File: src/rtl/sdac_pkg.sv
package sdac_pkg;
    localparam int WORD_W = 16;
    localparam int DATA_W = 14;
    localparam int CNT_W  = $clog2(WORD_W + 1);

    typedef enum logic [1:0] {
        MODE_RUN     = 2'b00,
        MODE_PD_LOW  = 2'b01,
        MODE_PD_HIGH = 2'b10,
        MODE_PD_OPEN = 2'b11
    } mode_e;
endpackage

File: src/rtl/sdac_sync.sv
module sdac_sync #(
    parameter int          W       = 3,
    parameter int          STAGES  = 2,
    parameter logic [W-1:0] RST_VAL = '0
) (
    input  logic         clk,
    input  logic         rst_n,
    input  logic [W-1:0] async_i,
    output logic [W-1:0] sync_o
);
    logic [W-1:0] stage_q [STAGES];

    generate
        for (genvar s = 0; s < STAGES; s++) begin : g_stage
            always_ff @(posedge clk or negedge rst_n) begin
                if (!rst_n) begin
                    stage_q[s] <= RST_VAL;
                end else if (s == 0) begin
                    stage_q[s] <= async_i;
                end else begin
                    stage_q[s] <= stage_q[(s == 0) ? 0 : s - 1];
                end
            end
        end
    endgenerate

    assign sync_o = stage_q[STAGES-1];
endmodule

File: src/rtl/sdac_shifter.sv
module sdac_shifter
    import sdac_pkg::*;
(
    input  logic              clk,
    input  logic              rst_n,
    input  logic              fs_i,
    input  logic              sc_i,
    input  logic              sd_i,
    output logic              cmd_vld_o,
    output logic [WORD_W-1:0] cmd_o,
    output logic              abort_o
);
    typedef struct packed {
        logic              prev_fs;
        logic              prev_sc;
        logic              active;
        logic [CNT_W-1:0]  cnt;
        logic [WORD_W-1:0] shreg;
        logic [WORD_W-1:0] cmd;
        logic              vld;
        logic              abort;
    } shf_t;

    shf_t st_d, st_q;
    logic fs_fall, fs_rise, sc_fall;
    logic [WORD_W-1:0] sh_next;

    always_comb begin
        st_d         = st_q;
        st_d.prev_fs = fs_i;
        st_d.prev_sc = sc_i;
        st_d.vld     = 1'b0;
        st_d.abort   = 1'b0;
        fs_fall      = st_q.prev_fs & ~fs_i;
        fs_rise      = ~st_q.prev_fs & fs_i;
        sc_fall      = st_q.prev_sc & ~sc_i;
        sh_next      = {st_q.shreg[WORD_W-2:0], sd_i};

        if (fs_rise) begin
            if (st_q.active && st_q.cnt != '0 && st_q.cnt < CNT_W'(WORD_W)) begin
                st_d.abort = 1'b1;
            end
            st_d.active = 1'b0;
            st_d.cnt    = '0;
            st_d.shreg  = '0;
        end else if (fs_fall) begin
            st_d.active = 1'b1;
            st_d.cnt    = '0;
            st_d.shreg  = '0;
        end else if (st_q.active && !fs_i && sc_fall && st_q.cnt < CNT_W'(WORD_W)) begin
            st_d.shreg = sh_next;
            st_d.cnt   = st_q.cnt + 1'b1;
            if (st_q.cnt == CNT_W'(WORD_W - 1)) begin
                st_d.vld = 1'b1;
                st_d.cmd = sh_next;
            end
        end
    end

    always_ff @(posedge clk or negedge rst_n) begin
        if (!rst_n) begin
            st_q         <= '0;
            st_q.prev_fs <= 1'b1;
            st_q.prev_sc <= 1'b1;
        end else begin
            st_q <= st_d;
        end
    end

    assign cmd_vld_o = st_q.vld;
    assign cmd_o     = st_q.cmd;
    assign abort_o   = st_q.abort;


    cnt_limit_chk: assert property (@(posedge clk) disable iff (!rst_n)
        st_q.cnt <= CNT_W'(WORD_W));


    abort_on_rise_chk: assert property (@(posedge clk) disable iff (!rst_n)
        st_q.abort |-> st_q.prev_fs);


    no_shift_after_full_chk: assert property (@(posedge clk) disable iff (!rst_n)
        (st_q.cnt == CNT_W'(WORD_W) && !fs_rise && !fs_fall) |=> $stable(st_q.shreg));
endmodule

File: src/rtl/sdac_regs.sv
module sdac_regs
    import sdac_pkg::*;
#(
    parameter int CODE_W = 12
) (
    input  logic              clk,
    input  logic              rst_n,
    input  logic              cmd_vld_i,
    input  logic [WORD_W-1:0] cmd_i,
    output logic [CODE_W-1:0] code_o,
    output logic [1:0]        mode_o,
    output logic              pd_o,
    output logic              ok_o
);
    localparam int CODE_LO = DATA_W - CODE_W;

    typedef struct packed {
        logic [CODE_W-1:0] code;
        mode_e             mode;
        logic              pd;
        logic              ok;
    } reg_t;

    reg_t rg_d, rg_q;
    mode_e cmd_mode;

    always_comb begin
        rg_d     = rg_q;
        rg_d.ok  = cmd_vld_i;
        cmd_mode = mode_e'(cmd_i[WORD_W-1 -: 2]);
        if (cmd_vld_i) begin
            rg_d.mode = cmd_mode;
            rg_d.pd   = (cmd_mode != MODE_RUN);
            if (cmd_mode == MODE_RUN) begin
                rg_d.code = cmd_i[DATA_W-1:CODE_LO];
            end
        end
    end

    always_ff @(posedge clk or negedge rst_n) begin
        if (!rst_n) begin
            rg_q <= '{code: '0, mode: MODE_RUN, pd: 1'b0, ok: 1'b0};
        end else begin
            rg_q <= rg_d;
        end
    end

    assign code_o = rg_q.code;
    assign mode_o = rg_q.mode;
    assign pd_o   = rg_q.pd;
    assign ok_o   = rg_q.ok;


    code_hold_pd_chk: assert property (@(posedge clk) disable iff (!rst_n)
        (cmd_vld_i && cmd_i[WORD_W-1 -: 2] != 2'b00) |=> $stable(rg_q.code));


    state_hold_chk: assert property (@(posedge clk) disable iff (!rst_n)
        !cmd_vld_i |=> ($stable(rg_q.code) && $stable(rg_q.mode) && $stable(rg_q.pd)));
endmodule

File: src/rtl/sdac_frontend.sv
module sdac_frontend
    import sdac_pkg::*;
#(
    parameter int CODE_W      = 12,
    parameter int SYNC_STAGES = 2
) (
    input  logic              clk,
    input  logic              rst_n,
    input  logic              fsync_n,
    input  logic              sclk,
    input  logic              sdin,
    output logic [CODE_W-1:0] code_o,
    output logic              pwr_dn_o,
    output logic [1:0]        term_sel_o,
    output logic              frame_ok_o,
    output logic              frame_abort_o
);
    logic [2:0]        pins_sync;
    logic              cmd_vld;
    logic [WORD_W-1:0] cmd;

    sdac_sync #(.W(3), .STAGES(SYNC_STAGES), .RST_VAL(3'b110)) u_sync (
        .clk     (clk),
        .rst_n   (rst_n),
        .async_i ({fsync_n, sclk, sdin}),
        .sync_o  (pins_sync)
    );

    sdac_shifter u_shf (
        .clk       (clk),
        .rst_n     (rst_n),
        .fs_i      (pins_sync[2]),
        .sc_i      (pins_sync[1]),
        .sd_i      (pins_sync[0]),
        .cmd_vld_o (cmd_vld),
        .cmd_o     (cmd),
        .abort_o   (frame_abort_o)
    );

    sdac_regs #(.CODE_W(CODE_W)) u_regs (
        .clk       (clk),
        .rst_n     (rst_n),
        .cmd_vld_i (cmd_vld),
        .cmd_i     (cmd),
        .code_o    (code_o),
        .mode_o    (term_sel_o),
        .pd_o      (pwr_dn_o),
        .ok_o      (frame_ok_o)
    );


    pd_matches_term_chk: assert property (@(posedge clk) disable iff (!rst_n)
        pwr_dn_o == (term_sel_o != 2'b00));


    ok_single_pulse_chk: assert property (@(posedge clk) disable iff (!rst_n)
        frame_ok_o |=> !frame_ok_o);


    ok_abort_excl_chk: assert property (@(posedge clk) disable iff (!rst_n)
        !(frame_ok_o && frame_abort_o));


    reset_out_chk: assert property (@(posedge clk)
        !rst_n |-> (code_o == '0 && !pwr_dn_o && term_sel_o == 2'b00));
endmodule

File: config.mk
export PLATFORM = sky130hd
export DESIGN_NAME = sdac_frontend
export DESIGN_NICKNAME = d
export VERILOG_FILES = /design/src/rtl/sdac_pkg.sv /design/src/rtl/sdac_sync.sv /design/src/rtl/sdac_shifter.sv /design/src/rtl/sdac_regs.sv /design/src/rtl/sdac_frontend.sv
export SDC_FILE = /design/constraint.sdc
export NUM_CORES = 1
export LEC_CHECK = 0
export BUFFER_PORTS_ARGS = -buffer_cell sky130_fd_sc_hd__buf_4
export CORE_MARGIN = 3
export CORE_UTILIZATION = 60
export CTS_CLUSTER_SIZE = 28
export DETAILED_ROUTE_END_ITERATION = 8
export GPL_TIMING_DRIVEN = 0
export PLACE_DENSITY_LB_ADDON = 0.1
export SLEW_MARGIN = 10
export SYNTH_ARGS = -nofsm -noshare
export SYNTH_HDL_FRONTEND = slang
export SYNTH_SLANG_ARGS = --single-unit
File: constraint.sdc
create_clock -name clk -period 4.9 [get_ports clk]
set_input_delay 0.245 -clock clk [delete_from_list [all_inputs] [get_ports clk]]
set_output_delay 0.245 -clock clk [all_outputs]
set_load 0.01 [all_outputs]
==> metrics, run 1 <==
Final Wtd Congestion=0.853; CTS Hold Bufs=0; Final nets=212; # IOs=22; clk slew on worst S/H paths=0.06 ns; CP arrival=2.16 ns; TritonCTS clock tree=done; unrepaired setup endpoints after global routing=false; layout cells sized above 1=36.2%; Final period util=39.1%; number of global-route vias before repair=1568; htree depth=3; failing checks=hold timing; GR Overflow Total=0; Util after Layout=74.4%; setup TNS=0 ns; Die ar.=4790 um^2; sequential area share after synthesis=64.0%; Area Overhead vs Synth=16.2%; post-synth cell types=30; commonest non-fill, non-tap cell in the layout=dfrtp_1; syn avg cell area=14.1 um^2; Chip Width=69.2 um; clock sinks=61; Layout Skew=0.00655 ns; crit path kind=reg -> reg; nature of the critical path startpoint=flip-flop; Seq cells post-synth=61; remaining antenna violation count=0; Fin. Hold Viols=53; gr usage total=19.0%; pin count of the biggest net entering global routing=62; initial core utilization=64.0%; Hold WS=-0.0215 ns; Hold/Removal Path Class=in -> async; Cell Pwr Density=335 nW/um^2; endpoints failing setup=0; Leak=1.39 nW; row count=22; CP max FO=10; CTS max path bufs=2; Gate Count Post-Synth=170; Mapped Nets=180; first-pass GRT wire length=7100 um; Worst-Skew Late Latency=0.32 ns; clock root cell=clkbuf_8; Post-CTS Resized=0; setup repair bufs after CTS=0; total wire length=3950 um; number of port buffers=21; worst reg2reg setup slack=2.98 ns; Die Y=69.2 um; vias per inst=5.50; worst path required time=5.14 ns; TritonCTS Buffers=9; Synth Cell Area=2400 um^2; routed via count=1403; Period minus WS final=1.92 ns; run status=finished, violations left; core box area=3740 um^2; initial antenna violation count=0; CP endpoint kind=flip-flop; most frequent cells in the layout=dfrtp_1, mux2_2, buf_4; Final Max Slew Viols=0; Worst IR Drop VDD=0.323 mV; initial drt markers=98; Slew @ Worst Pin=0.718 ns; drt pass-1 iters=4; antenna cells=0; dpl hpwl=2620 um; wire per inst=15.5 um; Peak Freq=522 MHz; DRC Markers=0; Ys Warns=0; relative slew slack=52.2%; max cap viols=0
-- synth_stat cells (all sizes together) --
cell | number | share of area (%)
nor3b | 1 | 0.52
mux2 | 28 | 13
clkbuf | 2 | 0.31
nand4 | 4 | 1.3
o31ai | 1 | 0.31
o21a | 1 | 0.31
a21oi | 1 | 0.21
nor3 | 2 | 0.42
inv | 7 | 1.1
and3b | 1 | 0.42
nor2 | 6 | 1.3
ha | 5 | 2.6
mux2i | 15 | 6.3
or2 | 1 | 0.26
o311ai | 1 | 0.37
dfrtp | 55 | 57
and3 | 2 | 0.52
nand3 | 3 | 0.63
buf | 4 | 1.5
dfstp | 6 | 6.6
a21boi | 2 | 0.63
o21ai | 3 | 0.63
or4 | 1 | 0.31
nand3b | 1 | 0.31
nand2 | 17 | 2.7
-- worst paths after layout --
| kind | startpoint | endpoint | cells past startpoint |
|---|---|---|---|
| max in group asynchronous | rst_n | u_shf.st_q[38] | 1 |
| min in group clk | fsync_n | u_sync.stage_q[5] | 1 |
| setup reg to reg | u_sync.sync_o[2] | u_shf.sh_next[5] | 6 |
| hold reg to reg | u_sync.stage_q[3] | u_sync.sync_o[0] | 0 |
| hold / removal | rst_n | u_regs.ok_o | 1 |
| setup / recovery | u_sync.sync_o[2] | u_shf.sh_next[5] | 6 |
-- state kept, by name, indices dropped and copies added, names as in the netlist --
signal	count
u_regs.code_o	12
u_regs.mode_o	2
u_regs.ok_o	1
u_regs.pd_o	1
u_shf.abort_o	1
u_shf.cmd_o	14
u_shf.cmd_vld_o	1
u_shf.sh_next	15
u_shf.st_q	8
u_sync.stage_q	3
u_sync.sync_o	3
-- metal layers --
metal | GRT usage [%] | share of wire [%] | vias to the layer above
li1 | - | - | 655
met1 | 22.6 | 43 | 707
met2 | 30.9 | 50 | 30
met3 | 5.07 | 3.9 | 11
met4 | 11.3 | 3.0 | 0
met5 | 0 | 0 | -
-- power breakdown --
part | total, mW | internal, mW | switching [mW]
sequential | 0.516 | 0.512 | 0.00381
clock | 0.381 | 0.211 | 0.170
combinational | 0.0361 | 0.0111 | 0.0250
total | 0.933 | 0.734 | 0.199
-- final cells by class --
type	instances	area [um^2]
plain buffers	6	42.5
clock buffers	15	166
clock inverters	1	5.00
fillers	259	958
inverters	7	26.3
multi-input cells	96	793
flip-flops and latches	61	1530
well taps	48	60.1
repair buffers	21	158
-- kinds of logic after synthesis --
family                   count (synthesis)  synth area share (%)
flip-flops                              61                  64.0
AND/OR/NAND/NOR                         39                  8.62
buffers and inverters                   13                  2.87
multiplexers                            43                  19.4
adder cells (fa/ha/maj)                  5                  2.61
AO/OA/AOI/OAI                            9                  2.45
-- critical path, cell delays in order (launching register included) --
cell and delay [ns]:
dfstp_2 0.56, inv_1 0.05, ha_1 0.19, nor2_1 0.27, clkbuf_1 0.43, nand2_1 0.16, mux2i_1 0.17
-- through the flow --
step	area, um^2	total power, mW	cells	setup WS (ns)
after floorplan	2400	0.543	170	3.22
after global placement	2610	0.559	239	3.09
after detailed placement	2610	0.561	239	3.03
after CTS	2790	0.943	255	2.98
after global routing	2790	0.971	255	2.83
final	2790	0.933	255	2.98
(Power assumes the default switching activity.)
==> run 2, diff against run 1 <==
CORE_UTILIZATION = 58   (was 60)
clock period = 1.95 ns   (was 4.9 ns; I/O delays follow)
==> run 2 against run 1 <==
- the run now ends clean
- critical path depth is the same
- clock power grew to 2.9 times the previous value
- sequential power increased to 2.5 times the previous value
- clock skew barely moved
- combinational power grew to 2.7 times the previous value
- first-iteration DRC count is 14% lower
- count of clock-buffer cells in the layout decreased by 4
- worst hold slack improved by 0.37 ns
- fmax is 3.4% higher
- largest cell class unchanged
- non-clock buffer count rose by 4
- die area increased by 3.1%
- utilization up 0.49 points
- critical path type unchanged
==> metrics, run 2 (synthesis gave the netlist of run 1 again) <==
Layout Skew=0.00684 ns; clock sinks=61; Final Wtd Congestion=0.813; Final Cell Area=2870 um^2; delay of the slowest critical-path stage=0.41 ns; Cell Area, Placed=2610 um^2; CP max FO=10; core box area=3830 um^2; first-pass GRT wire length=6580 um; Die Y=70.3 um; Post-Place Worst Slack=0.108 ns; number of port buffers=21; TritonCTS Buffers=9; most frequent cells in the layout=dfrtp_1, mux2_2, buf_4; number of global-route vias before repair=1422; DRC Markers=0; endpoints failing setup=0; Final period util=95.0%; final setup margin=0.0969 ns; initial core utilization=62.6%; CP delay by family, top=adder cells; initial antenna violation count=0; antenna cells=0; TritonCTS clock tree=done; vias per inst=5.42; Slew @ Worst Pin=0.715 ns; run status=finished, final reports clean; clock root cell=clkbuf_8; Peak Freq=540 MHz; Die ar.=4940 um^2; Fin. Hold Viols=0; CTS max path bufs=2; drt pass-1 iters=6; layout cells sized above 1=37.9%; dpl hpwl=2580 um; CP arrival=2.06 ns; Cell Pwr Density=878 nW/um^2; Pwr Total=2.51 mW; setup repair bufs after CTS=0; crit path kind=reg -> reg; Bufs and invs on worst path=1; commonest non-fill, non-tap cell in the layout=dfrtp_1; Leak=1.42 nW; # IOs=22; clk slew on worst S/H paths=0.07 ns; relative slew slack=52.3%; htree depth=3; gr usage total=17.3%; GR Overflow Total=0; initial drt markers=84; Area Overhead vs Synth=19.6%; Chip Width=70.3 um; row count=22; pin count of the biggest net entering global routing=62; Worst-Skew Late Latency=0.32 ns; worst-path cell chain=ha_1, and3_1, ha_1, nand4_2, buf_6, mux2_2; max FFs per register=15; Crit path top cell by count=ha_1; Util after Layout=74.9%; remaining antenna violation count=0; Period minus WS final=1.85 ns; routed via count=1403; Worst IR Drop VDD=0.632 mV; Final Max Slew Viols=0; CP endpoint kind=flip-flop; Final nets=216; Hold/Removal Path Class=reg -> reg; nature of the critical path startpoint=flip-flop; worst path required time=2.16 ns; total wire length=3880 um; wire per inst=15.0 um; CP max stage cell=dfrtp_1; max cap viols=0
-- run 2: changes by cell type in the layout (fill, tap and decap cells not counted) --
cell           delta
clkbuf_2          +1
clkinv_4          +1
clkbuf_1          -5
dlygate4sd3_1     +4
clkinvlp_4        +2
bufinv_16         +1
-- run 2: worst paths after layout --
kind                       cells past startpoint               from  slack [ns]          endpoint
setup / recovery                               6     u_shf.st_q[34]         0.1   u_shf.cmd_o[12]
hold / removal                                 0  u_sync.stage_q[3]        0.35  u_sync.sync_o[0]
setup reg to reg                               6     u_shf.st_q[34]         0.1   u_shf.cmd_o[12]
hold reg to reg                                0  u_sync.stage_q[3]        0.35  u_sync.sync_o[0]
max in group asynchronous                      2              rst_n        1.11  u_regs.code_o[6]
min in group asynchronous                      2              rst_n        0.37     u_shf.abort_o
-- run 2: what timing repair did --
item	4_1_cts	5_1_grt
gates resized for setup	0	2
endpoints found under the hold margin	58	0
hold buffers	4	0
setup endpoints to repair	0	2
-- run 2: worst register-to-register path: cells and delay by family (launching register included) --
kind,cells,cell delay (ns)
adder cells (fa/ha/maj),2,0.44
buffers and inverters,1,0.19
flip-flops,1,0.41
multiplexers,1,0.36
AND/OR/NAND/NOR,2,0.35
-- run 2: layout make-up --
class | count | area [um^2]
buffer | 6 | 43.8
clock buffer | 11 | 151
inverter | 7 | 26.3
fill | 236 | 961
multi-input combinational | 96 | 793
clock inverter | 5 | 58.8
timing repair buffer | 25 | 198
sequential | 61 | 1530
tap | 48 | 60.1
-- run 2: power breakdown --
part | leakage (nW) | switching (mW) | internal, mW
Clock | 0.102 | 0.464 | 0.659
Combinational | 0.499 | 0.0632 | 0.0337
Sequential | 0.823 | 0.00948 | 1.29
Total | 1.42 | 0.537 | 1.98
-- run 2: stage by stage --
stage	instances	TNS, ns	hold slack, ns
5_1_grt	259	-0.00202	0.355
6_report	259	0	0.350
3_5_place_dp	239	0	0.207
2_1_floorplan	170	0	-0.198
4_1_cts	259	0	0.352
3_3_place_gp	239	0	0.194
-- run 2: per-layer routing --
layer  track usage (%)  share of wire, %  vias up
li1                  -                 -      663
met1              22.4                46      698
met2              27.4                48       35
met3              4.32               3.7        7
met4              7.87               1.6        0
met5                 0                 0        -
==> run 3, diff against run 2 <==
ABC_AREA = 1   (was not set)
==> run 3 against run 2 <==
- combinational power fell by 17%
- final area rose by 1.2%
- sequential share of layout area fell by 0.65 points
- cell count rose by 25%
- routed wire length up 8.6%
- count of clock-buffer cells in the layout grew 1
- flip-flop and latch count is the same
- synthesized area increased by 0.26%
- die area rose by 0.23%
- clock power up 21%
- first-iteration DRC count grew 40%
- highest routed layer unchanged
==> metrics, run 3 <==
Final period util=91.0%; Gate Count Post-Synth=236; Hold/Removal Path Class=reg -> reg; Worst IR Drop VDD=0.678 mV; vias per inst=5.04; nature of the critical path startpoint=flip-flop; Synth Cell Area=2400 um^2; initial drt markers=118; layout cells sized above 1=23.8%; Die Y=70.4 um; clock root cell=clkbuf_8; top post-synthesis cells by area=dfrtp_1, nand2_1, dfstp_2, o21ai_2, inv_1; ys async rst share=100%; max FFs per register=15; first-pass GRT wire length=7380 um; Bufs and invs on worst path=3; row count=22; CP delay by family, top=flip-flops; Placed Instances=305; Ys Warns=0; dpl hpwl=2650 um; CP max FO=10; Fin. Hold Viols=0; number of port buffers=21; TritonCTS clock tree=done; clk slew on worst S/H paths=0.07 ns; CP endpoint kind=flip-flop; Slew @ Worst Pin=0.739 ns; Synth Flop Type=dfrtp_1; Final nets=282; GR Overflow Total=0; run status=finished, final reports clean; Area Overhead vs Synth=20.7%; Post-synth EDFFs=0; area leader, netlist=dfrtp_1; commonest non-fill, non-tap cell in the layout=nand2_1; core box area=3830 um^2; Period minus WS final=1.77 ns; Worst-Skew Late Latency=0.34 ns; initial core utilization=62.8%; Cell Pwr Density=942 nW/um^2; worst-path cell chain=inv_1, ha_1, nor2_2, inv_1, nor2_4, buf_6, nand2_1, o21ai_0; Final Cell Area=2900 um^2; delay of the slowest critical-path stage=0.56 ns; CTS max path bufs=2; wire per inst=13.0 um; worst path required time=2.21 ns; total wire length=4220 um; non-filler cells, final=325; commonest cells in the netlist=nand2_1, dfrtp_1, inv_1; Final Max Slew Viols=0; setup repair bufs after CTS=0; setup TNS=0 ns; Cell Area, Placed=2620 um^2; sequential area share after synthesis=63.9%; Die ar.=4950 um^2; unrepaired setup endpoints after global routing=false; Chip Width=70.4 um; remaining antenna violation count=0; syn avg cell area=10.2 um^2; initial antenna violation count=0; Peak Freq=564 MHz; pin count of the biggest net entering global routing=62; TritonCTS Buffers=9; Util after Layout=75.8%; number of global-route vias before repair=1623; gr usage total=19.8%; # IOs=22; relative slew slack=50.7%; max cap viols=0; Final Wtd Congestion=0.747; post-synth cell types=21; endpoints failing setup=0; most frequent cells in the layout=nand2_1, dfrtp_1, inv_1; share of the synthesized area in the top cell type=57.3%; Leak=1.46 nW; drt pass-1 iters=5; Layout Skew=0.00722 ns; CP max stage cell=dfstp_2; crit path kind=reg -> reg; Mapped Nets=246; Seq cells post-synth=61; CP arrival=2.03 ns; antenna cells=0; DRC Markers=0; routed via count=1638; htree depth=3; Crit path top cell by count=inv_1; most common cell in the netlist=nand2_1; clock sinks=61
run 3: changes by cell type in the layout (fill, tap and decap cells not counted), moves of 2 or more:
| cell | before | now |
|---|---|---|
| nand2_1 | 17 | 85 |
| mux2_2 | 28 | 0 |
| inv_1 | 7 | 25 |
| mux2i_1 | 15 | 0 |
| o21ai_0 | 3 | 17 |
| o21ai_2 | 0 | 14 |
| nor2_1 | 5 | 9 |
| bufinv_16 | 1 | 3 |
| clkbuf_1 | 1 | 3 |
| clkinvlp_4 | 2 | 0 |
| nand4_1 | 3 | 1 |
| nor3_1 | 2 | 0 |
run 3: logic make-up (layout without fill, tap and decap cells):
family	after synthesis	after routing	synth area share, %
AOI/OAI and AO/OA	34	34	9.32
and+or+nand+nor	104	104	18.2
adders and majority gates	5	5	2.60
buffers and inverters	32	73	6.04
DFF	61	61	63.9
run 3: cell type report:
cell class	instances	area, um^2
multi-input combinational	143	723
timing repair buffer	25	198
clock inverter	4	95.1
fill	243	926
tap	48	60.1
inverter	26	97.6
clock buffer	12	145
buffer	6	47.5
sequential	61	1530
run 3: path summary, 6_finish.rpt:
kind,start,cells past startpoint,end,slack [ns]
max,u_sync.sync_o[2],8,u_shf.sh_next[14],0.18
min,u_sync.stage_q[3],0,u_sync.sync_o[0],0.35
max reg2reg,u_sync.sync_o[2],8,u_shf.sh_next[14],0.18
min reg2reg,u_sync.stage_q[3],0,u_sync.sync_o[0],0.35
max in group asynchronous,rst_n,2,u_shf.sh_next[9],1.10
min in group asynchronous,rst_n,2,u_regs.code_o[1],0.36
run 3: layer usage:
metal / track usage, % / up-vias / share of wire [%]
met1: 25.4 / 785 / 45
met2: 29.4 / 37 / 47
met5: 0 / - / 0
met4: 12.1 / 0 / 2.2
li1: - / 803 / -
met3: 5.61 / 13 / 5.5
run 3: through the flow:
step	setup slack, ns	power [mW]	hold WS [ns]
after floorplan	0.428	1.35	-0.198
after global placement	0.216	1.39	0.205
after detailed placement	0.166	1.39	0.206
after CTS	0.150	2.75	0.352
after global routing	0.00427	2.82	0.364
final	0.176	2.73	0.353
run 3: repair_timing:
item / 4_1_cts / 5_1_grt
hold buffers: 4 / 0
setup endpoints to repair: 0 / 1
endpoints found under the hold margin: 58 / 0
gates resized for setup: 0 / 0
run 3: report_power, final:
| group | total [mW] | switching [mW] | internal (mW) |
|---|---|---|---|
| logic | 0.0806 | 0.0562 | 0.0245 |
| clock network | 1.36 | 0.473 | 0.883 |
| registers | 1.29 | 0.00964 | 1.29 |
| total | 2.73 | 0.538 | 2.19 |
